File: config.mk
export PLATFORM = sky130hd
export DESIGN_NAME = core_lp_seq
export DESIGN_NICKNAME = d
export VERILOG_FILES = /design/src/rtl/lp_seq_pkg.sv /design/src/rtl/lp_wake_det.sv /design/src/rtl/lp_seq_fsm.sv /design/src/rtl/lp_clk_ctl.sv /design/src/rtl/core_lp_seq.sv
export SDC_FILE = /design/constraint.sdc
export NUM_CORES = 1
export LEC_CHECK = 0
export BUFFER_PORTS_ARGS = -buffer_cell sky130_fd_sc_hd__buf_2
export CAP_MARGIN = 20
export CORE_AREA = 8 8 45 47
export CTS_BUF_LIST = sky130_fd_sc_hd__clkbuf_2
export DETAILED_ROUTE_END_ITERATION = 6
export DIE_AREA = 0 0 53 55
export PLACE_DENSITY = 0.59
export SLEW_MARGIN = 20
export SYNTH_ARGS = -nofsm -noshare
export SYNTH_HDL_FRONTEND = slang
export SYNTH_HIERARCHICAL = 1
export SYNTH_SLANG_ARGS = --single-unit
File: constraint.sdc
create_clock -name clk -period 3.5 [get_ports clk]
set_clock_uncertainty 0.2 [all_clocks]
set_input_delay 0.175 -clock clk [delete_from_list [all_inputs] [get_ports clk]]
set_output_delay 0.175 -clock clk [all_outputs]
set_load 0.01 [all_outputs]
File: src/rtl/lp_seq_pkg.sv
package lp_seq_pkg;

  typedef enum logic [2:0] {
    ST_RUN      = 3'd0,
    ST_FLUSH    = 3'd1,
    ST_WAIT_WFI = 3'd2,
    ST_PD_REQ   = 3'd3,
    ST_OFF      = 3'd4,
    ST_PU_REQ   = 3'd5
  } lp_state_e;

  // States in which the core/cache clock is held off by the power sequence
  function automatic logic pwr_gated(lp_state_e s);
    return (s == ST_PD_REQ) || (s == ST_OFF) || (s == ST_PU_REQ);
  endfunction

  // States in which an interrupt still aborts the power-down sequence
  function automatic logic abortable(lp_state_e s);
    return (s == ST_FLUSH) || (s == ST_WAIT_WFI);
  endfunction

endpackage

File: src/rtl/lp_wake_det.sv
module lp_wake_det #(
  parameter int NUM_IRQ = 4
) (
  input  logic [NUM_IRQ-1:0] irq_vec,
  input  logic               snoop_req,
  output logic               irq_any,
  output logic               wake_any
);
  assign irq_any  = |irq_vec;
  assign wake_any = irq_any | snoop_req;
endmodule

File: src/rtl/lp_seq_fsm.sv
module lp_seq_fsm
  import lp_seq_pkg::*;
(
  input  logic      clk,
  input  logic      rst_n,
  input  logic      start_cmd,
  input  logic      clk_on,
  input  logic      irq_any,
  input  logic      wake_any,
  input  logic      flush_done,
  input  logic      core_wfi,
  input  logic      pd_ack,
  input  logic      pu_ack,
  output lp_state_e state_q,
  output lp_state_e state_n
);
  logic abort_hit;
  logic flush_go;

  assign abort_hit = abortable(state_q) && irq_any;
  assign flush_go  = (state_q == ST_RUN) && clk_on && start_cmd;

  always_comb begin
    state_n = state_q;
    unique case (state_q)
      ST_RUN:      if (flush_go) state_n = ST_FLUSH;
      ST_FLUSH:    if (abort_hit) state_n = ST_RUN;
                   else if (flush_done) state_n = ST_WAIT_WFI;
      ST_WAIT_WFI: if (abort_hit) state_n = ST_RUN;
                   else if (core_wfi) state_n = ST_PD_REQ;
      ST_PD_REQ:   if (pd_ack) state_n = ST_OFF;
      ST_OFF:      if (wake_any) state_n = ST_PU_REQ;
      ST_PU_REQ:   if (pu_ack) state_n = ST_RUN;
      default:     state_n = ST_RUN;
    endcase
  end

  always_ff @(posedge clk) begin
    if (!rst_n) state_q <= ST_RUN;
    else        state_q <= state_n;
  end

  assert_flush_hold_R5: assert property (@(posedge clk) disable iff (!rst_n)
    (state_q == ST_FLUSH && !flush_done && !irq_any) |=> (state_q == ST_FLUSH));
  assert_pd_after_wfi_R6: assert property (@(posedge clk) disable iff (!rst_n)
    (state_q == ST_PD_REQ && $past(state_q) != ST_PD_REQ) |-> ($past(core_wfi) && $past(state_q) == ST_WAIT_WFI));
  assert_pd_hold_R7: assert property (@(posedge clk) disable iff (!rst_n)
    (state_q == ST_PD_REQ && !pd_ack) |=> (state_q == ST_PD_REQ));
  assert_irq_abort_R8: assert property (@(posedge clk) disable iff (!rst_n)
    (abortable(state_q) && irq_any) |=> (state_q == ST_RUN));
  assert_pu_on_wake_R9: assert property (@(posedge clk) disable iff (!rst_n)
    (state_q == ST_OFF && wake_any) |=> (state_q == ST_PU_REQ));
endmodule

File: src/rtl/lp_clk_ctl.sv
module lp_clk_ctl
  import lp_seq_pkg::*;
(
  input  logic      clk,
  input  logic      rst_n,
  input  lp_state_e state_q,
  input  lp_state_e state_n,
  input  logic      core_wfi,
  input  logic      wake_any,
  output logic      clk_en_q
);
  logic clk_en_d;
  logic stay_run;

  assign stay_run = (state_q == ST_RUN) && (state_n == ST_RUN);

  always_comb begin
    if (pwr_gated(state_n))       clk_en_d = 1'b0;
    else if (!stay_run)           clk_en_d = 1'b1;
    else if (clk_en_q)            clk_en_d = !(core_wfi && !wake_any);
    else                          clk_en_d = wake_any;
  end

  always_ff @(posedge clk) begin
    if (!rst_n) clk_en_q <= 1'b1;
    else        clk_en_q <= clk_en_d;
  end

  assert_gate_on_wfi_R2: assert property (@(posedge clk) disable iff (!rst_n)
    (state_q == ST_RUN && clk_en_q && core_wfi && !wake_any && state_n == ST_RUN) |=> !clk_en_q);
  assert_gate_sticky_R3: assert property (@(posedge clk) disable iff (!rst_n)
    (state_q == ST_RUN && !clk_en_q && !wake_any) |=> !clk_en_q);
  assert_gate_wake_R3: assert property (@(posedge clk) disable iff (!rst_n)
    (state_q == ST_RUN && !clk_en_q && wake_any) |=> clk_en_q);
  assert_off_no_clk_R7: assert property (@(posedge clk) disable iff (!rst_n)
    pwr_gated(state_q) |-> !clk_en_q);
endmodule

File: src/rtl/core_lp_seq.sv
module core_lp_seq
  import lp_seq_pkg::*;
#(
  parameter int NUM_IRQ = 4
) (
  input  logic               clk,
  input  logic               rst_n,
  input  logic               pwr_ctl_en,
  input  logic               pwr_flush_cmd,
  input  logic               core_wfi,
  input  logic [NUM_IRQ-1:0] irq_vec,
  input  logic               snoop_req,
  output logic               flush_req,
  input  logic               flush_done,
  output logic               pd_req,
  input  logic               pd_ack,
  output logic               pu_req,
  input  logic               pu_ack,
  output logic               core_clk_en
);
  logic      irq_any;
  logic      wake_any;
  logic      start_cmd;
  lp_state_e state_q;
  lp_state_e state_n;

  assign start_cmd = pwr_ctl_en & pwr_flush_cmd;

  lp_wake_det #(.NUM_IRQ(NUM_IRQ)) u_wake (
    .irq_vec  (irq_vec),
    .snoop_req(snoop_req),
    .irq_any  (irq_any),
    .wake_any (wake_any)
  );

  lp_seq_fsm u_fsm (
    .clk       (clk),
    .rst_n     (rst_n),
    .start_cmd (start_cmd),
    .clk_on    (core_clk_en),
    .irq_any   (irq_any),
    .wake_any  (wake_any),
    .flush_done(flush_done),
    .core_wfi  (core_wfi),
    .pd_ack    (pd_ack),
    .pu_ack    (pu_ack),
    .state_q   (state_q),
    .state_n   (state_n)
  );

  lp_clk_ctl u_clk (
    .clk     (clk),
    .rst_n   (rst_n),
    .state_q (state_q),
    .state_n (state_n),
    .core_wfi(core_wfi),
    .wake_any(wake_any),
    .clk_en_q(core_clk_en)
  );

  assign flush_req = (state_q == ST_FLUSH);
  assign pd_req    = (state_q == ST_PD_REQ);
  assign pu_req    = (state_q == ST_PU_REQ);

  assert_req_exclusive_R7: assert property (@(posedge clk) disable iff (!rst_n)
    $onehot0({flush_req, pd_req, pu_req}));
  assert_pd_keeps_on_irq_R10: assert property (@(posedge clk) disable iff (!rst_n)
    (pd_req && !pd_ack) |=> pd_req);
  assert_start_R4: assert property (@(posedge clk) disable iff (!rst_n)
    (state_q == ST_RUN && core_clk_en && pwr_ctl_en && pwr_flush_cmd) |=> flush_req);
endmodule

=== Word-level counts from Yosys, hierarchy flattened ===
Index checks and enable logic that the tools add are counted.

* Add/subtract/negate cells: 0
* $mul: 0
* Div/mod/pow operators: 0
* Magnitude comparators: 0
* Eq/ne operators: 8
* Shift-type cells: 0
* Muxes and demuxes: 12
* Bitwise gates (word level): 2
* Reductions and logical operators: 13

{| class="wikitable"
|+ Operator list
! cell !! number
|-
| 2-to-1 mux 3 bit || 8
|-
| one-hot mux 3 bit (6 select lines) || 1
|-
| == test 3 bit, second input constant || 4
|-
| == test 3 x 2 -> 1 bit, second input constant || 3
|-
| logical NOT 3 bit || 2
|-
| logical AND 1 bit || 5
|-
| OR reduction 4 bit || 1
|-
| == test 3 x 1 -> 1 bit, second input constant || 1
|-
| logical OR 1 bit || 3
|-
| 2-to-1 mux 1 bit || 3
|-
| logical NOT 1 bit || 2
|-
| bitwise AND 1 bit || 1
|-
| OR 1 bit || 1
|}

* Register bits after elaboration: 4
* Bits in latches: 0
* Memory bits (writable): 0
* Memory bits (read-only): 0
* Output and inout bits: 4
* Logic and storage cells: 37
* Memories: 0

=== Logic depth before layout (Yosys ltp) ===
* Depth in word-level cells: 9
* Mapped depth: 8
* Gate-level depth less buffers: 8

=== By module ===
Netlist, hierarchy kept.

{| class="wikitable"
|+ Modules (own cells, without submodules)
! module !! times used !! cells an instance !! area each (µm²)
|-
| lp_seq_fsm || 1 || 28 || 240.2
|-
| lp_clk_ctl || 1 || 7 || 65.1
|-
| core_lp_seq || 1 || 4 || 36.3
|-
| lp_wake_det || 1 || 2 || 17.5
|}

=== Worst setup path after synthesis ===
No wires, ideal clock.

* Kind: input-to-reg
* From: in irq_vec[1]
* To: reg u_clk.clk_en_q
* Setup time: 125 ps
* Arrival: 2220 ps
* Required time: 3175 ps
* Path slack: 955 ps
* Stages: 8
* Path buffers: 0
* Path through: or4_4 -> or2_1 -> nand2_1 -> a211oi_1 -> a211o_2 -> or4_1 -> a2111oi_2 -> o21ai_1

* Word-level cells in the longest chain between the ends: 8

{| class="wikitable"
|+ Ends and longest elaborated chain
! element !! line !! source
|-
| from (decl) || core_lp_seq.sv:11 || <nowiki>input logic [NUM_IRQ-1:0] irq_vec,</nowiki>
|-
| OR reduction 4 bit * || lp_wake_det.sv:9 || <nowiki>assign irq_any = |irq_vec;</nowiki>
|-
| OR 1 bit * || lp_wake_det.sv:10 || <nowiki>assign wake_any = irq_any | snoop_req;</nowiki>
|-
| net wake_any || core_lp_seq.sv:22 || <nowiki>logic wake_any;</nowiki>
|-
| 2-to-1 mux 3 bit * || lp_seq_fsm.sv:32 || <nowiki>ST_OFF: if (wake_any) state_n = ST_PU_REQ;</nowiki>
|-
| one-hot mux 3 bit (6 select lines) * || lp_seq_fsm.sv:25 || <nowiki>unique case (state_q)</nowiki>
|-
| net state_n[0] || core_lp_seq.sv:25 || <nowiki>lp_state_e state_n;</nowiki>
|-
| logical NOT 3 bit, or another cell as far along || lp_clk_ctl.sv:15 || <nowiki>assign stay_run = (state_q == ST_RUN) && (state_n == ST_RUN);</nowiki>
|-
| logical AND 1 bit or logical OR 1 bit (tied branches) || lp_clk_ctl.sv:15, lp_seq_pkg.sv:14 ||
|-
| 2-to-1 mux 1 bit or logical OR 1 bit (tied branches) || lp_clk_ctl.sv:19, lp_seq_pkg.sv:14 ||
|-
| 2-to-1 mux 1 bit * || lp_clk_ctl.sv:18 || <nowiki>if (pwr_gated(state_n)) clk_en_d = 1'b0;</nowiki>
|-
| to (signal assigned) || lp_clk_ctl.sv:26 || <nowiki>else clk_en_q <= clk_en_d;</nowiki>
|-
| to (decl) || lp_clk_ctl.sv:10 || <nowiki>output logic clk_en_q</nowiki>
|}

The timed path passes the listed nets; every way through them passes the cells marked *.
A chain may end at the register's enable or synchronous reset.

=== Worst setup path in the final report ===
* From: in irq_vec[1]
* To: reg u_clk.clk_en_q

* Word-level cells in the longest chain between the ends: 8

{| class="wikitable"
|+ Ends and longest elaborated chain
! element !! line !! source
|-
| OR reduction 4 bit * || lp_wake_det.sv:9 ||
|-
| net irq_any || core_lp_seq.sv:21 || <nowiki>logic irq_any;</nowiki>
|-
| OR 1 bit * || lp_wake_det.sv:10 ||
|-
| net wake_any || core_lp_seq.sv:22 ||
|-
| 2-to-1 mux 3 bit * || lp_seq_fsm.sv:32 ||
|-
| one-hot mux 3 bit (6 select lines) * || lp_seq_fsm.sv:25 ||
|-
| net state_n[0] || core_lp_seq.sv:25 ||
|-
| logical NOT 3 bit, or another cell as far along || lp_clk_ctl.sv:15 ||
|-
| logical AND 1 bit or logical OR 1 bit (tied branches) || lp_clk_ctl.sv:15, lp_seq_pkg.sv:14 ||
|-
| 2-to-1 mux 1 bit or logical OR 1 bit (tied branches) || lp_clk_ctl.sv:19, lp_seq_pkg.sv:14 ||
|-
| 2-to-1 mux 1 bit * || lp_clk_ctl.sv:18 ||
|}

Marks and branches as above.

==> results.yml <==
sta:
  rsz0062_at_grt: "no"
  tns_ps: 0
  tightestPinTransition_ps: 409
  setup-violations-final: 0
  maxSlewViolCount: 0
  fin_crit_sh_pct: 72.4
  hold_viol_final: 0
  fmax_mhz: 394
  postLayoutSetupSlackWorst_ps: 964
  fin_crit_ps: 2540
  slew_headroom_pct: 72.7
die:
  die_x_um: 53
  ios: 17
  num_rows: 14
  core_mm2: 0.00138
  initial_utilization_pct: 25.9
  die_h_um: 55
  fp.dieArea_mm2: 0.00292
clocking:
  cts_setup_buffers: 0
  htree_levels: 1
  cts_buffer_depth: 2
  clk_pin_slew_worst_paths_ps: 50
  root_buffer: "clkbuf_2"
  numCtsBuffers: 3
  cts.sinks: 4
  worstSkewPairLatency_ps: 200
  cts_tree: "done"
setup_path:
  end_kind: "flop"
  cp.buffers_inverters: 1
  crit_chain: "buf_2 > or4_4 > or2_1 > nand2_1 > a211oi_1 > a211o_2 > or4_1 > a2111oi_2 > o21ai_1"
  start_kind: "input pin"
  worst_path_max_delay_cell: "or4_4"
  r2r_start: "u_fsm/state_q[1]"
  critPathTopFamily: "simple AND/OR/NAND/NOR gates"
  arrival_ps: 2420
  rr_endpoint: "u_clk/clk_en_q"
  path_max_fanout: 4
  regToRegSetupSlack_ps: 990
  rr_worst_depth: 6
  worstSetupPathType: "in -> reg"
  setup.worst_path.start: "irq_vec[1]"
  cp.required_ps: 3390
  cp_slowest_stage_delay_ps: 550
global_route:
  antenna_found_initial: 0
  grt_max_degree: 15
  grt_pass1_vias: 349
  track_usage_pct: 6.66
  overflow: 0
  grt_pass1_wl_um: 1410
yosys:
  synth_top_family_by_area: "simple AND/OR/NAND/NOR gates"
  syn_area_um2: 359
  synth-edff-count: 0
  yosysWarningCount: 6
  synthAdderAreaFrac_pct: 0
  ys.flop_type: "dfxtp_1"
  avgSynthCellArea_um2: 8.76
  ys_seq_area_share_pct: 22.3
  synth.distinct_cells: 27
  synth_compound_area_share_pct: 25.8
  syn_nets: 54
  synth_cells: 41
  synthArstFlopShare_pct: 0
  synth-simple-area-share_pct: 39.0
  ys_seq_elements: 4
  synth_xor_area_share_pct: 0
  synth_mux_area_share_pct: 5.57
hold_path:
  hp-class: "in -> reg"
  hold_depth: 4
  worstHoldEndpoint: "u_clk/clk_en_q"
  worstHoldStart: "core_wfi"
power_and_ir_drop:
  vdd_drop_max_v: 0.0000645
  p_sw_share_pct: 25.3
  internal_power_mw: 0.0798
  power_mw: 0.107
  p_seq_share_pct: 44.9
  switching_power_mw: 0.0271
  p_leak_nw: 0.217
  clkPwrFrac_pct: 39.0
  p_per_area_mw_per_mm2: 226
  power_frac_comb_pct: 16.0
routing:
  ant_nets: 0
  wirelength_um: 964
  dr.pass1.iters: 4
  vias: 402
  drtIter0Drc: 16
  wl_per_cell_um: 12.7
  drc_errors: 0
  vias_per_cell: 5.29
final_layout:
  final_cell_area_um2: 473
  num_antenna_cells: 0
  syn_to_final_growth_pct: 31.7
  layout-drive-gt1-share_pct: 40.0
  finalNonFillerCells: 76
  fillers: 155
  final_nets: 75
flow_run:
  max_cap_violations: 0
placed_design:
  pre_cts_slack_ps: 769
  gp_congestion: 0.821
  place_area_um2: 448
  dp.cells: 72
  port-buffer-count: 16
run_status:
  status: "finished clean"
-- power groups by stage --
stage               clock [mW]  combinational, mW  sequential, mW
floorplan                    0            0.00919          0.0477
global placement             0             0.0161          0.0488
detailed placement           0             0.0163          0.0488
CTS                     0.0443             0.0172          0.0481
global route            0.0463             0.0190          0.0481
finish                  0.0417             0.0172          0.0481
-- cells in the final DEF (no fill, tap or decap) --
cell type,Yosys,routed
a2111oi_2,1,1
and3b_1,2,2
clkbuf_2,0,3
or4_1,1,1
a211o_2,1,1
a22o_1,1,1
buf_2,0,16
nor2b_1,2,2
a211oi_2,1,1
a21oi_1,1,1
nor4bb_1,1,1
a221o_1,1,1
or4_4,1,1
nand3b_1,2,2
and2_1,3,3
o21ai_1,1,1
a32o_1,1,1
nor2_1,1,1
dfxtp_1,4,4
a211oi_1,1,1
or3b_1,1,1
dlygate4sd3_1,0,1
mux2i_1,2,2
or2_1,1,1
nor3_1,1,1
a2111oi_0,1,1
nand2_1,3,3
nor3b_2,1,1
inv_1,4,4
-- what timing repair did --
item | 4_1_cts | 5_1_grt
endpoints found under the hold margin | 1 | 0
hold buffers | 1 | 0
resized for setup | 0 | 0
-- how the worst max path moves through the flow --
stage	to	slack [ps]	depth (start not counted)
6_report	u_clk/clk_en_q	960	9
5_1_grt	u_clk/clk_en_q	890	6
4_1_cts	u_clk/clk_en_q	990	9
3_5_place_dp	u_clk/clk_en_q	770	9
3_3_place_gp	u_clk/clk_en_q	780	9
2_1_floorplan	u_clk/clk_en_q	950	8
-- area by class of cell --
| class | count | area, um2 | share of cell area [%] |
|---|---|---|---|
| Sequential cell | 4 | 80.1 | 16.9 |
| Inverter | 4 | 15.0 | 3.17 |
| Multi-Input combinational cell | 32 | 253 | 53.4 |
| Tap cell | 16 | 20.0 | 4.23 |
| Clock buffer | 3 | 15.0 | 3.17 |
| Timing Repair Buffer | 17 | 90.1 | 19.0 |
-- per-stage QoR --
step | util (%) | hold slack (ps)
2_1_floorplan | - | 55.0
3_3_place_gp | 32.4 | 208
3_5_place_dp | 32.4 | 215
4_1_cts | 34.2 | 132
5_1_grt | 34.2 | 165
6_report | 34.2 | 141
-- worst register-to-register path, stage by stage, from the launching register on --
cell and delay, ps:
dfxtp_1 560, nor2b_1 120, a22o_1 260, a211o_2 340, or4_1 520, a2111oi_2 290
o21ai_1 110
-- kinds of logic (layout without fill, tap and decap cells) --
| group | Yosys count | after routing |
|---|---|---|
| DFF | 4 | 4 |
| buffers and inverters | 5 | 24 |
| AOI/OAI and AO/OA | 10 | 10 |
| and+or+nand+nor | 20 | 20 |
| muxes | 2 | 2 |
-- metal layers --
| metal | vias up | wire length, um | track usage, % |
|---|---|---|---|
| met5 | - | 0 | 0 |
| met4 | 0 | 4 | 6.47 |
| met3 | 2 | 95 | 2.14 |
| met2 | 25 | 385 | 8.59 |
| met1 | 180 | 479 | 8.32 |
| li1 | 195 | - | - |
-- Yosys cell counts, types with 2 or more instances --
master,count,area share (%)
dfxtp_1,4,22
nand2_1,3,3.1
and2_1,3,5.2
nand3b_1,2,4.2
inv_1,4,4.2
mux2i_1,2,5.6
and3b_1,2,4.9
nor2b_1,2,3.5
-- registers in the layout, summed over array words and instances (netlist names) --
name / flops
u_clk/clk_en_q: 1
u_fsm/state_q: 3
Note: power is estimated with default switching activity, not from simulation.
